==> src/rtl/pfq_pkg.sv <==
package pfq_pkg;

    typedef logic [7:0] byte_t;
    typedef logic [1:0] push_cnt_t;

    // queue capacity in bytes for a given external data path width
    function automatic int queue_depth(input int bus_bytes);
        return (bus_bytes == 2) ? 6 : 4;
    endfunction

    // free bytes needed before a new fetch may start
    function automatic int refill_room(input int bus_bytes);
        return (bus_bytes == 2) ? 2 : 1;
    endfunction

endpackage

==> src/rtl/pfq_store.sv <==
module pfq_store
    import pfq_pkg::*;
#(
    parameter int DEPTH = 6,
    parameter int CNT_W = 3
) (
    input  logic             clk,
    input  logic             rst_n,
    input  logic             clr,
    input  push_cnt_t        push_n,
    input  byte_t            push_b0,
    input  byte_t            push_b1,
    input  logic             pop,
    output byte_t            head,
    output logic [CNT_W-1:0] count
);

    localparam int PTR_W = (DEPTH > 1) ? $clog2(DEPTH) : 1;

    typedef struct packed {
        logic [PTR_W-1:0] rd;
        logic [PTR_W-1:0] wr;
        logic [CNT_W-1:0] cnt;
    } ring_t;

    ring_t r_q, r_d;
    byte_t dat_q [DEPTH];
    byte_t dat_d [DEPTH];
    logic [PTR_W-1:0] wp_d;

    function automatic logic [PTR_W-1:0] ring_next(input logic [PTR_W-1:0] p);
        return (p == PTR_W'(DEPTH - 1)) ? '0 : p + 1'b1;
    endfunction

    always_comb begin
        r_d   = r_q;
        dat_d = dat_q;
        wp_d  = r_q.wr;
        if (clr) begin
            r_d = '0;
        end else begin
            if (push_n != 2'd0) begin
                dat_d[wp_d] = push_b0;
                wp_d        = ring_next(wp_d);
            end
            if (push_n == 2'd2) begin
                dat_d[wp_d] = push_b1;
                wp_d        = ring_next(wp_d);
            end
            r_d.wr = wp_d;
            if (pop) begin
                r_d.rd = ring_next(r_q.rd);
            end
            r_d.cnt = r_q.cnt + CNT_W'(push_n) - CNT_W'(pop);
        end
    end

    always_ff @(posedge clk or negedge rst_n) begin
        if (!rst_n) begin
            r_q <= '0;
            for (int i = 0; i < DEPTH; i++) begin
                dat_q[i] <= '0;
            end
        end else begin
            r_q   <= r_d;
            dat_q <= dat_d;
        end
    end

    assign head  = dat_q[r_q.rd];
    assign count = r_q.cnt;

    AST_NO_OVERFLOW: assert property (@(posedge clk) disable iff (!rst_n)
        !clr |-> (int'(r_q.cnt) + int'(push_n) - int'(pop)) <= DEPTH);
    AST_NO_UNDERFLOW: assert property (@(posedge clk) disable iff (!rst_n)
        pop |-> r_q.cnt != '0);
    AST_CLEAR_EMPTIES: assert property (@(posedge clk) disable iff (!rst_n)
        clr |=> r_q.cnt == '0);

endmodule

==> src/rtl/pfq_fetch.sv <==
module pfq_fetch
    import pfq_pkg::*;
#(
    parameter int BUS_BYTES = 2,
    parameter int ADDR_W    = 20,
    parameter int CNT_W     = 3,
    parameter int ROOM      = 2
) (
    input  logic                   clk,
    input  logic                   rst_n,
    input  logic                   flush,
    input  logic [ADDR_W-1:0]      flush_addr,
    input  logic [CNT_W-1:0]       free,
    input  logic                   mem_ack,
    input  logic [8*BUS_BYTES-1:0] mem_rdata,
    output logic                   mem_req,
    output logic [ADDR_W-1:0]      mem_addr,
    output push_cnt_t              push_n,
    output byte_t                  push_b0,
    output byte_t                  push_b1
);

    localparam logic [CNT_W-1:0] ROOM_C = CNT_W'(ROOM);

    typedef struct packed {
        logic              req;
        logic              drop;
        logic              two;
        logic [ADDR_W-1:0] addr;
        logic [ADDR_W-1:0] fp;
    } fch_t;

    fch_t  f_q, f_d;
    byte_t lane_lo, lane_hi;
    logic  pair_ok;

    generate
        if (BUS_BYTES == 2) begin : g_wide
            assign lane_lo = mem_rdata[7:0];
            assign lane_hi = mem_rdata[15:8];
            assign pair_ok = ~f_q.fp[0];
        end else begin : g_narrow
            assign lane_lo = mem_rdata[7:0];
            assign lane_hi = mem_rdata[7:0];
            assign pair_ok = 1'b0;
        end
    endgenerate

    always_comb begin
        f_d     = f_q;
        push_n  = 2'd0;
        push_b0 = '0;
        push_b1 = '0;
        if (f_q.req && mem_ack) begin
            f_d.req  = 1'b0;
            f_d.drop = 1'b0;
            if (!f_q.drop && !flush) begin
                if (f_q.two) begin
                    push_n  = 2'd2;
                    push_b0 = lane_lo;
                    push_b1 = lane_hi;
                end else begin
                    push_n  = 2'd1;
                    push_b0 = lane_hi;
                end
            end
        end else if (f_q.req && flush) begin
            f_d.drop = 1'b1;
        end
        if (flush) begin
            f_d.fp = flush_addr;
        end else if (!f_q.req && free >= ROOM_C) begin
            f_d.req  = 1'b1;
            f_d.addr = f_q.fp;
            f_d.two  = pair_ok;
            f_d.fp   = f_q.fp + (pair_ok ? ADDR_W'(2) : ADDR_W'(1));
        end
    end

    always_ff @(posedge clk or negedge rst_n) begin
        if (!rst_n) begin
            f_q <= '0;
        end else begin
            f_q <= f_d;
        end
    end

    assign mem_req  = f_q.req;
    assign mem_addr = f_q.addr;

    AST_REQ_HOLD: assert property (@(posedge clk) disable iff (!rst_n)
        mem_req && !mem_ack |=> mem_req && $stable(mem_addr));
    AST_REQ_GAP: assert property (@(posedge clk) disable iff (!rst_n)
        mem_req && mem_ack |=> !mem_req);
    AST_REFILL_ROOM: assert property (@(posedge clk) disable iff (!rst_n)
        $rose(mem_req) |-> $past(free) >= ROOM_C);
    AST_ODD_SINGLE: assert property (@(posedge clk) disable iff (!rst_n)
        push_n == 2'd2 |-> !mem_addr[0]);
    AST_STALE_DROP: assert property (@(posedge clk) disable iff (!rst_n)
        $past(mem_req && flush && !mem_ack) && mem_ack |-> push_n == 2'd0);

endmodule

==> src/rtl/pfq_top.sv <==
module pfq_top
    import pfq_pkg::*;
#(
    parameter int BUS_BYTES = 2,
    parameter int ADDR_W    = 20
) (
    input  logic                   clk,
    input  logic                   rst_n,
    input  logic                   flush,
    input  logic [ADDR_W-1:0]      flush_addr,
    output logic                   mem_req,
    output logic [ADDR_W-1:0]      mem_addr,
    input  logic                   mem_ack,
    input  logic [8*BUS_BYTES-1:0] mem_rdata,
    output logic                   dec_valid,
    output logic [7:0]             dec_byte,
    input  logic                   dec_ready
);

    localparam int DEPTH = queue_depth(BUS_BYTES);
    localparam int ROOM  = refill_room(BUS_BYTES);
    localparam int CNT_W = $clog2(DEPTH + 1);

    logic [CNT_W-1:0] count;
    logic [CNT_W-1:0] free;
    push_cnt_t        push_n;
    byte_t            push_b0, push_b1;
    logic             pop;

    assign dec_valid = (count != '0);
    assign pop       = dec_valid & dec_ready;
    assign free      = CNT_W'(DEPTH) - count;

    pfq_fetch #(
        .BUS_BYTES (BUS_BYTES),
        .ADDR_W    (ADDR_W),
        .CNT_W     (CNT_W),
        .ROOM      (ROOM)
    ) u_fetch (
        .clk        (clk),
        .rst_n      (rst_n),
        .flush      (flush),
        .flush_addr (flush_addr),
        .free       (free),
        .mem_ack    (mem_ack),
        .mem_rdata  (mem_rdata),
        .mem_req    (mem_req),
        .mem_addr   (mem_addr),
        .push_n     (push_n),
        .push_b0    (push_b0),
        .push_b1    (push_b1)
    );

    pfq_store #(
        .DEPTH (DEPTH),
        .CNT_W (CNT_W)
    ) u_store (
        .clk     (clk),
        .rst_n   (rst_n),
        .clr     (flush),
        .push_n  (push_n),
        .push_b0 (push_b0),
        .push_b1 (push_b1),
        .pop     (pop),
        .head    (dec_byte),
        .count   (count)
    );

    AST_DEPTH_LIMIT: assert property (@(posedge clk) disable iff (!rst_n)
        int'(count) <= DEPTH);
    AST_FLUSH_INVALID: assert property (@(posedge clk) disable iff (!rst_n)
        flush |=> !dec_valid);
    AST_RESET_QUIET: assert property (@(posedge clk)
        !rst_n |-> !mem_req && !dec_valid);

endmodule

==> config.mk <==
export PLATFORM = sky130hd
export DESIGN_NAME = pfq_top
export DESIGN_NICKNAME = d
export VERILOG_FILES = /design/src/rtl/pfq_pkg.sv /design/src/rtl/pfq_store.sv /design/src/rtl/pfq_fetch.sv /design/src/rtl/pfq_top.sv
export SDC_FILE = /design/constraint.sdc
export NUM_CORES = 1
export LEC_CHECK = 0
export CAP_MARGIN = 15
export CORE_MARGIN = 5
export CORE_UTILIZATION = 37
export DETAILED_ROUTE_END_ITERATION = 16
export PLACE_DENSITY = 0.59
export SYNTH_ARGS = -nofsm -noshare
export SYNTH_HDL_FRONTEND = slang
export SYNTH_HIERARCHICAL = 1
export SYNTH_SLANG_ARGS = --single-unit
==> constraint.sdc <==
create_clock -name clk -period 2.4 [get_ports clk]
set_input_delay 0.24 -clock clk [delete_from_list [all_inputs] [get_ports clk]]
set_output_delay 0.24 -clock clk [all_outputs]
set_load 0.005 [all_outputs]
==> run metrics, run 1 <==
Critical Path End Type output port; met2 global-route usage 27.2%; Post-Synthesis Cells 530; H-tree depth 3; I/O Buffers 70; sequential share of power roughly two fifths; peak supply drop between 400 and 500 µV; diode count 0; Worst Hold Path Cells 3; CTS Buffer Depth 2; minimum clock period around 2300 ps; Max Slew Vio Count 0; Layout Cells excl Fill roughly 790; Syn. warnings 6; Logic pwr share 35.0%; GP Congestion 0.858; Leak 2.69 nW; critical path's slowest cell clkdlybuf4s50_1; core area between 10,000 and 15,000 µm²; Via density 5.64; CP Max Fanout 5; PD cells a little over 800 nW/µm²; met3 usage under 10%; flops & latches, synth 100; # setup viols final 0; status completed; Worst setup SP type flop; Pint slightly below 4 mW; Pre-Repair DR Iteration Count 5; worst min path class input pin to flop; Clk Latency, worst-skew pair around 360 ps; number of global-route vias before repair roughly 4,600; CTS tree built; number of DRC markers in iteration 0 around 300; routed via count roughly 4,400; number of unique standard cell types used by synthesis 54; post-route antenna net violation count 0; dpl cells between 700 and 800; Max Freq around 0.43 GHz; # rows 44; Setup Skew between 7 and 8 ps; WL per Instance 19.4 µm; Worst R2R End u_fetch/f_q[15]; WP data required around 2200 ps; IO Count ~70; Worst EP arrival 2090 ps; total of max-cap violations 0; Die X 133 µm; async set or reset register ratio after synthesis 100%; Initial Util between 30% and 40%; internal reg-to-reg setup slack ~140 ps; setup tns final 0 ps; GR Util All Layers between 10% and 20%; share of layout cells above drive strength 1 between 10% and 20%; Final Util 46.6%; Num Clock Sinks 100; Hold EP u_store/count[1]; ys flop type dfrtp_1; Slew @ Worst Pin between 600 and 700 ps; first-pass GRT wire length ~25,000 µm; clock root cell clkbuf_16; final hold viol count 0; gr busiest metal met2; Critical Path, Cell by Cell buf_12, mux4_2, inv_1, o22ai_1, clkdlybuf4s50_1; pin count of the biggest net entering global routing between 90 and 100; NetSw 1.76 mW; r2r startpoint u_store/count[0]; sw frac 31.5%; Avg Inst Size Synth roughly 11 µm²; sequential share of the synthesized area roughly 45%; DPL Wire Length 10,500 µm; antenna violations before repair 0; Post-synth EDFFs 0; Slew headroom a little under three fifths; CP max stage delay approximately 530 ps; DIE HEIGHT approximately 130 µm; cell area after synthesis approximately 5600 µm²; RSZ-0062 raised after global routing no; die area roughly 18,000 µm²; GR Layer Usage met1 23.7%; Syn Nets 579; HP Start flush; final WL 15,200 µm; CTS Buf Count 9; worst reg2reg path depth 6; total grt overflow 0; number of remaining DRC errors 0; Tcrit/Tclk final between 90% and 100%; CP Class flop to output port; Clk pwr share 24.8%; clock slew at reported path FFs approximately 70 ps; synthesis-to-layout area growth 22.2%; final net count 646
## sequential cells by signal, indices dropped and copies added, names as in the netlist
name and cells:
u_store/count 3, u_fetch/mem_req 1, u_store/r_q 6, u_store/dat_q 48, u_fetch/mem_addr 20, u_fetch/f_q 22
## power by group through the flow
stage                     Sequential [mW]  Clock [mW]  Combinational (mW)
final                                2.26        1.39                1.96
after global routing                 2.30        1.51                2.13
after CTS                            2.28        1.44                1.92
after detailed placement             2.30           0                1.90
after global placement               2.29           0                1.88
after floorplan                      2.17           0                1.35
## critical path: cells and delay by family, from the launching register on
kind / cells / cell delay [ps]
AOI/OAI and AO/OA: 1 / 150
buffers and inverters: 3 / 740
DFF: 1 / 490
muxes: 1 / 360
## worst max path at each step
stage	cells past startpoint	from	to	slack, ps
after floorplan	9	flush	u_store/count[2]	80
after global placement	7	mem_ack	u_store/dat_q[27]	110
after detailed placement	6	u_store/count[0]	u_fetch/f_q[17]	50
after CTS	4	u_store/r_q[7]	dec_byte[3]	4
after global routing	5	u_store/r_q[7]	dec_byte[3]	3
final	5	u_store/r_q[7]	dec_byte[3]	70
## cell usage in the layout (no fill, tap or decap), types with 9 or more instances in the layout
master           Yosys  layout
a22oi_1             48      48
buf_4               24      32
clkbuf_16            0       9
clkdlybuf4s50_1      0      67
dfrtp_1            100      98
inv_1               24      24
mux2_2              20      20
mux2i_1             19      19
nand2_1             26      26
nand3_1              9       9
nor2_1              40      39
nor2b_1              9       9
o21ai_0             12      12
o22ai_1              9       9
o2bb2ai_1           48      48
xnor2_1             11      11
## logic make-up (layout without fill, tap and decap cells)
family                     Yosys count  in the layout  synth area share (%)
and+or+nand+nor                    143            143                  14.0
xor gates and xnor gates            14             14                  2.20
buffers and inverters               74            145                  6.86
muxes                               47             47                  10.7
AOI/OAI and AO/OA                  144            144                  19.5
DFF                                100            100                  44.9
adders and majority gates            8              8                  1.93
## synthesized netlist by cell type, types with 7 or more instances
cell type  number  area share, %
o21ai_0        12            1.1
and2_1          8           0.90
clkbuf_1       18            1.2
o22ai_1         9            1.0
o2bb2ai_1      48            7.5
nand2_1        26            1.7
a22oi_1        48            6.5
mux2i_1        19            3.4
a21oi_1         8           0.72
buf_4          24            3.2
mux2_2         20            4.0
dfrtp_1       100             45
nand4_1         8           0.90
mux4_2          8            3.2
inv_1          24            1.6
nor2_1         40            2.7
nand3_1         9           0.81
nor2b_1         9            1.0
xnor2_1        11            1.7
ha_1            7            1.6
## metal layers
metal  vias to the layer above  share of wire [%]
met1                      2196                 47
met4                         0                1.9
li1                       2073                  -
met3                        21                6.7
met2                       138                 45
met5                         -                  0
## layout make-up
type | count | area (µm²)
repair buffers | 106 | 1010
clock buffers | 10 | 239
clock inverters | 5 | 37.5
inverters | 24 | 90.1
fillers | 1383 | 7830
flip-flops and latches | 100 | 2510
well taps | 184 | 230
multi-input cells | 356 | 2710
## repair_timing
action | 4_1_cts | 5_1_grt
endpoints found under the setup margin | 8 | 10
hold buffers | 1 | 0
buffers inserted | 0 | 4
gates resized for setup | 3 | 4
hold endpoints to repair | 47 | 0
pin swaps | 0 | 0
## per-stage QoR
stage / hold WS [ps] / cell area [µm²] / total power, mW / setup WS, ps
4_1_cts: 407 / 6760 / 5.64 / 3.51
5_1_grt: 421 / 6820 / 5.94 / 2.68
2_1_floorplan: -55.6 / 5580 / 3.52 / 81.7
3_5_place_dp: 319 / 6470 / 4.20 / 54.2
6_report: 396 / 6820 / 5.60 / 67.0
3_3_place_gp: 323 / 6470 / 4.17 / 108
Power figures use the tool's default switching activity.
==> run 2: changes to the inputs <==
CORE_UTILIZATION = 51   (was 37)
PLACE_DENSITY = 0.77   (was 0.59)
REMOVE_ABC_BUFFERS = 1   (was default)
==> run 2 against run 1 <==
Register-to-register slack better by 20 ps; combinational power hardly changed; clock power is 29% lower; sequential share of layout area is 1.1 points higher; maximum frequency is 1.3% higher; power is 6.7% lower; routed wire length is 7.4% lower; utilization is 15 points higher; critical path type unchanged; largest power group unchanged; sequential power hardly changed; critical endpoint is now dec_byte[7].
==> run metrics, run 2 (same netlist as run 1, synthesis figures left out) <==
setup ws final about 97 ps; Tcrit/Tclk final about 96%; Initial Util 51.7%; Pre-Repair DR Iteration Count 5; Max Freq ~0.43 GHz; routed via count 4,490; Via density just over 6; CP Class flop to output port; Num Clock Sinks 100; Worst EP arrival a little over 2000 ps; synthesis-to-layout area growth 18.7%; clock root cell clkbuf_8; GR Util All Layers 22.6%; max reg flops 48; status completed; DIE HEIGHT roughly 110 µm; Slew headroom between 50% and 60%; Max Slew Vio Count 0; RSZ-0062 raised after global routing no; WL per Instance ~19 µm; pre-CTS WS 1.84 ps; die area ~13,000 µm²; number of global-route vias before repair ~4,600; antenna violations before repair 0; I/O Buffers 70; Pwr Total ~5.2 mW; diode count 0; CTS Buf Count 9; minimum clock period 2300 ps; Largest Register u_store/dat_q; final hold viol count 0; Slew @ Worst Pin ~710 ps; peak supply drop about 470 µV; CP Max Fanout 7; total grt overflow 0; H-tree depth 3; number of remaining DRC errors 0; post-route antenna net violation count 0; Critical Path End Type output port; IO Count 71; Worst setup SP type flop; total of max-cap violations 0; dpl cells 715; # rows 38; most common cell after layout, fill and taps aside dfrtp_1; first-pass GRT wire length approximately 24,000 µm; number of DRC markers in iteration 0 roughly 270; CTS Buffer Depth 2; share of layout cells above drive strength 1 16.9%; GP Congestion between 0.9 and 1; Die X 115 µm; worst min path class input pin to async pin; WP data required around 2200 ps; most frequent cells in the layout dfrtp_1 (98), clkdlybuf4s50_1 (65), a22oi_1 (48), o2bb2ai_1 (48), nor2_1 (39); Setup Skew between 10 and 15 ps; clock slew at reported path FFs approximately 100 ps; CTS tree built; Min Hold Slack between 300 and 400 ps; DPL Wire Length roughly 10,000 µm; core area approximately 11,000 µm²; final net count 640; Leak 2.66 nW; Clk Latency, worst-skew pair ~360 ps; final WL 14,100 µm; Layout Cells excl Fill 736; # setup viols final 0; pin count of the biggest net entering global routing 64; PD cells between 700 and 800 nW/µm²
[run 2: changes by cell type in the layout (fill, tap and decap cells not counted), moves of 2 or more]
cell / before / now
dlymetal6s2s_1: 1 / 3
clkbuf_8: 1 / 10
clkdlybuf4s50_1: 67 / 65
clkinv_2: 1 / 4
buf_4: 32 / 27
clkinvlp_4: 2 / 0
clkbuf_16: 9 / 0
[run 2: routing by layer]
| metal | vias up | global-route usage (%) | wire length (µm) |
|---|---|---|---|
| li1 | 2064 | - | - |
| met4 | 0 | 7.28 | 283 |
| met1 | 2203 | 31.2 | 6110 |
| met3 | 20 | 4.28 | 1060 |
| met5 | - | 0 | 0 |
| met2 | 203 | 36.0 | 6630 |
[run 2: power breakdown]
| group | switching [mW] | total, mW | leakage (nW) | internal [mW] |
|---|---|---|---|---|
| Sequential | 0.253 | 2.24 | 1.30 | 1.99 |
| Combinational | 0.873 | 1.99 | 1.27 | 1.12 |
| Clock | 0.589 | 0.993 | 0.0962 | 0.404 |
| Total | 1.71 | 5.23 | 2.66 | 3.51 |
[run 2: timing repair]
action                                  CTS  global route
hold buffers                              1             0
endpoints found under the setup margin    8            12
hold endpoints to repair                 37             0
cloned                                    0             0
setup buffers                             1             3
gates resized for setup                   3             5
[run 2: critical path, cell delays in order, from the launching register on]
cell	delay [ps]
dfrtp_2	520
mux4_2	580
inv_1	80
o22ai_1	70
clkdlybuf4s50_1	450
[run 2: path summary, 6_finish.rpt]
path	to	slack, ps	depth (start not counted)	start
worst min register to register	u_store/dat_q[39]	490	1	u_store/dat_q[39]
worst max-delay path	dec_byte[7]	100	4	u_store/r_q[7]
min in group clk	u_fetch/f_q[10]	430	3	flush_addr[10]
max in group asynchronous	u_store/dat_q[38]	1320	3	rst_n
worst max register to register	u_fetch/f_q[15]	160	6	u_store/count[0]
worst min-delay path	u_store/dat_q[9]	370	2	rst_n
[run 2: layout make-up]
type	count	area (µm²)
clock buffers	10	138
clock inverters	6	37.5
fillers	900	4170
inverters	24	90.1
multi-input cells	356	2710
flip-flops and latches	100	2500
well taps	140	175
repair buffers	100	966
[run 2: stage by stage]
step                      area, µm²  utilization [%]  TNS (ps)
after floorplan                5290                -     -1930
after global placement         6380             59.1         0
after detailed placement       6380             59.1         0
after CTS                      6580             61.0         0
after global routing           6620             61.3         0
final                          6620             61.3         0
==> run 3: changes to the inputs <==
CORE_UTILIZATION = 50   (was 51)
PLACE_DENSITY = 0.76   (was 0.77)
SYNTH_HIERARCHICAL = default   (was 1)
==> run 3 against run 2 <==
First-iteration DRC count increased by 21%; clock skew is 0.95 ps higher; critical path type unchanged; non-clock buffer count is 8 higher; largest power group unchanged; via count is 0.29% higher; final cell count increased by 0.95%; routed wire length up 2.0%; sequential power up 13%; combinational power up 21%; highest routed layer unchanged; critical endpoint is now dec_byte[5].
==> run metrics, run 3 <==
clock slew at reported path FFs about 100 ps; Setup Skew about 13 ps; most common cell after layout, fill and taps aside dfrtp_1; Avg Inst Size Synth 10.4 µm²; Critical Path End Type output port; worst min path class input pin to flop; Worst setup SP type flop; core area around 11,000 µm²; WP data required ~2200 ps; final hold viol count 0; GP Congestion 0.841; Leak 2.76 nW; final WL 14,400 µm; Slew @ Worst Pin about 700 ps; Critical Path Source u_store.r_q[6]; setup tns final 0 ps; Syn. warnings 0; Worst R2R End u_store.count[2]; final net count 647; Clk Latency, worst-skew pair roughly 360 ps; antenna violations before repair 0; routed via count roughly 4,500; RSZ-0062 raised after global routing no; Post-synth EDFFs 0; FILL cells 906; r2r startpoint u_store.count[1]; Critical Path End dec_byte[5]; cell area after synthesis 5470 µm²; worst reg2reg path depth 10; GR Util All Layers between 20 and 25%; Die X 115 µm; clock root cell clkbuf_8; post-synth top area cell dfrtp_1; ys flop type dfrtp_1; max reg flops between 40 and 50; peak supply drop slightly above 400 µV; total of max-cap violations 0; IO Count between 70 and 80; number of DRC markers in iteration 0 around 320; WL per Instance slightly below 20 µm; met2 global-route usage around 36%; die area approximately 13,000 µm²; total grt overflow 0; number of global-route vias before repair between 4,000 and 5,000; async set or reset register ratio after synthesis between 90% and 100%; Initial Util 50.7%; Largest Register u_store.dat_q; GR Layer Usage met1 just under 30%; internal reg-to-reg setup slack approximately 180 ps; top-count cell post-synth dfrtp_1; I/O Buffers 70; post-route antenna net violation count 0; gr busiest metal met2; diode count 0; post-synth top area share 45.8%; Tcrit/Tclk final 96.7%; share of layout cells above drive strength 1 between 20% and 30%; CTS tree built; first-pass GRT wire length 23,100 µm; number of remaining DRC errors 0; minimum clock period roughly 2300 ps; synthesis-to-layout area growth 21.1%; Pre-Repair DR Iteration Count 5; met3 usage 4.92%; flops & latches, synth 100; status completed; CTS Buf Count 9; DPL Wire Length 9880 µm; # rows 38; PD cells 930 nW/µm²; Post-Synthesis Cells around 530; DIE HEIGHT between 100 and 150 µm; sequential share of the synthesized area between 40% and 50%; # setup viols final 0; commonest cells in the netlist dfrtp_1 (100), nor2_1 (52), nand2_1 (49); Final Util 61.4%; Max Freq ~0.43 GHz; Via density 6.06; CTS Buffer Depth 2; Num Clock Sinks 100; CP Max Fanout 17; top cells by area, synth dfrtp_1 (46%), mux2_2 (5.8%), o221a_2 (4.9%); pin count of the biggest net entering global routing 55; H-tree depth 3; most frequent cells in the layout dfrtp_1 (99), clkdlybuf4s50_1 (68), nor2_1 (52), nand2_1 (49), buf_4 (35); Worst EP arrival between 2000 and 2500 ps; HP Start flush_addr[0]; CP Class flop to output port; Max Slew Vio Count 0; number of unique standard cell types used by synthesis 54; Slew headroom about 53%
run 3: final cells by class:
cell class	count	area (µm²)	share of cell area (%)
timing repair buffer	108	1030	15.5
clock inverter	5	82.6	1.25
tap	140	175	2.64
sequential	100	2500	37.8
multi-input combinational	350	2580	38.9
clock buffer	11	151	2.29
inverter	29	109	1.64
run 3: critical path, cell delays in order, from the launching register on:
cell and delay, ps:
dfrtp_1 390, buf_12 180, mux4_2 520, inv_1 80, o22ai_1 80, clkdlybuf4s50_1 460
run 3: per-layer routing:
metal,wire length [µm],up-vias
li1,-,2044
met1,6110,2233
met2,6950,197
met3,1010,29
met4,288,0
met5,0,-
run 3: how the worst min path moves through the flow:
stage | to | slack [ps] | depth (start not counted)
2_1_floorplan | u_fetch.f_q[0] | -60 | 0
3_3_place_gp | u_fetch.f_q[3] | 320 | 1
3_5_place_dp | u_fetch.f_q[3] | 320 | 1
4_1_cts | u_fetch.f_q[0] | 420 | 3
5_1_grt | u_fetch.f_q[8] | 430 | 3
6_report | u_fetch.f_q[0] | 430 | 3
run 3: power breakdown:
part	switching (mW)	internal [mW]	total, mW
sequential	0.348	2.17	2.52
combinational	0.955	1.46	2.41
clock	0.589	0.649	1.24
run 3: repair_timing:
item / CTS / global route
hold buffers: 1 / 0
setup buffers: 0 / 8
setup endpoints to repair: 8 / 6
endpoints found under the hold margin: 52 / 0
gates resized for setup: 2 / 3
run 3: logic make-up after synthesis:
group / after synthesis / synth area share [%]
adders and majority gates: 8 / 1.97
and+or+nand+nor: 172 / 17.1
buffers and inverters: 78 / 7.37
DFF: 100 / 45.8
AOI/OAI and AO/OA: 115 / 15.4
muxes: 45 / 10.7
xor gates and xnor gates: 10 / 1.74
run 3: stage by stage:
step | instances | hold slack, ps | area (µm²) | setup WS [ps] | total power [mW]
after floorplan | 479 | -55.6 | 5170 | 13.4 | 3.74
after global placement | 718 | 324 | 6310 | 210 | 4.76
after detailed placement | 718 | 322 | 6310 | 147 | 4.87
after CTS | 735 | 419 | 6560 | 33.5 | 6.11
after global routing | 743 | 427 | 6630 | 1.77 | 6.52
final | 743 | 427 | 6630 | 78.5 | 6.16
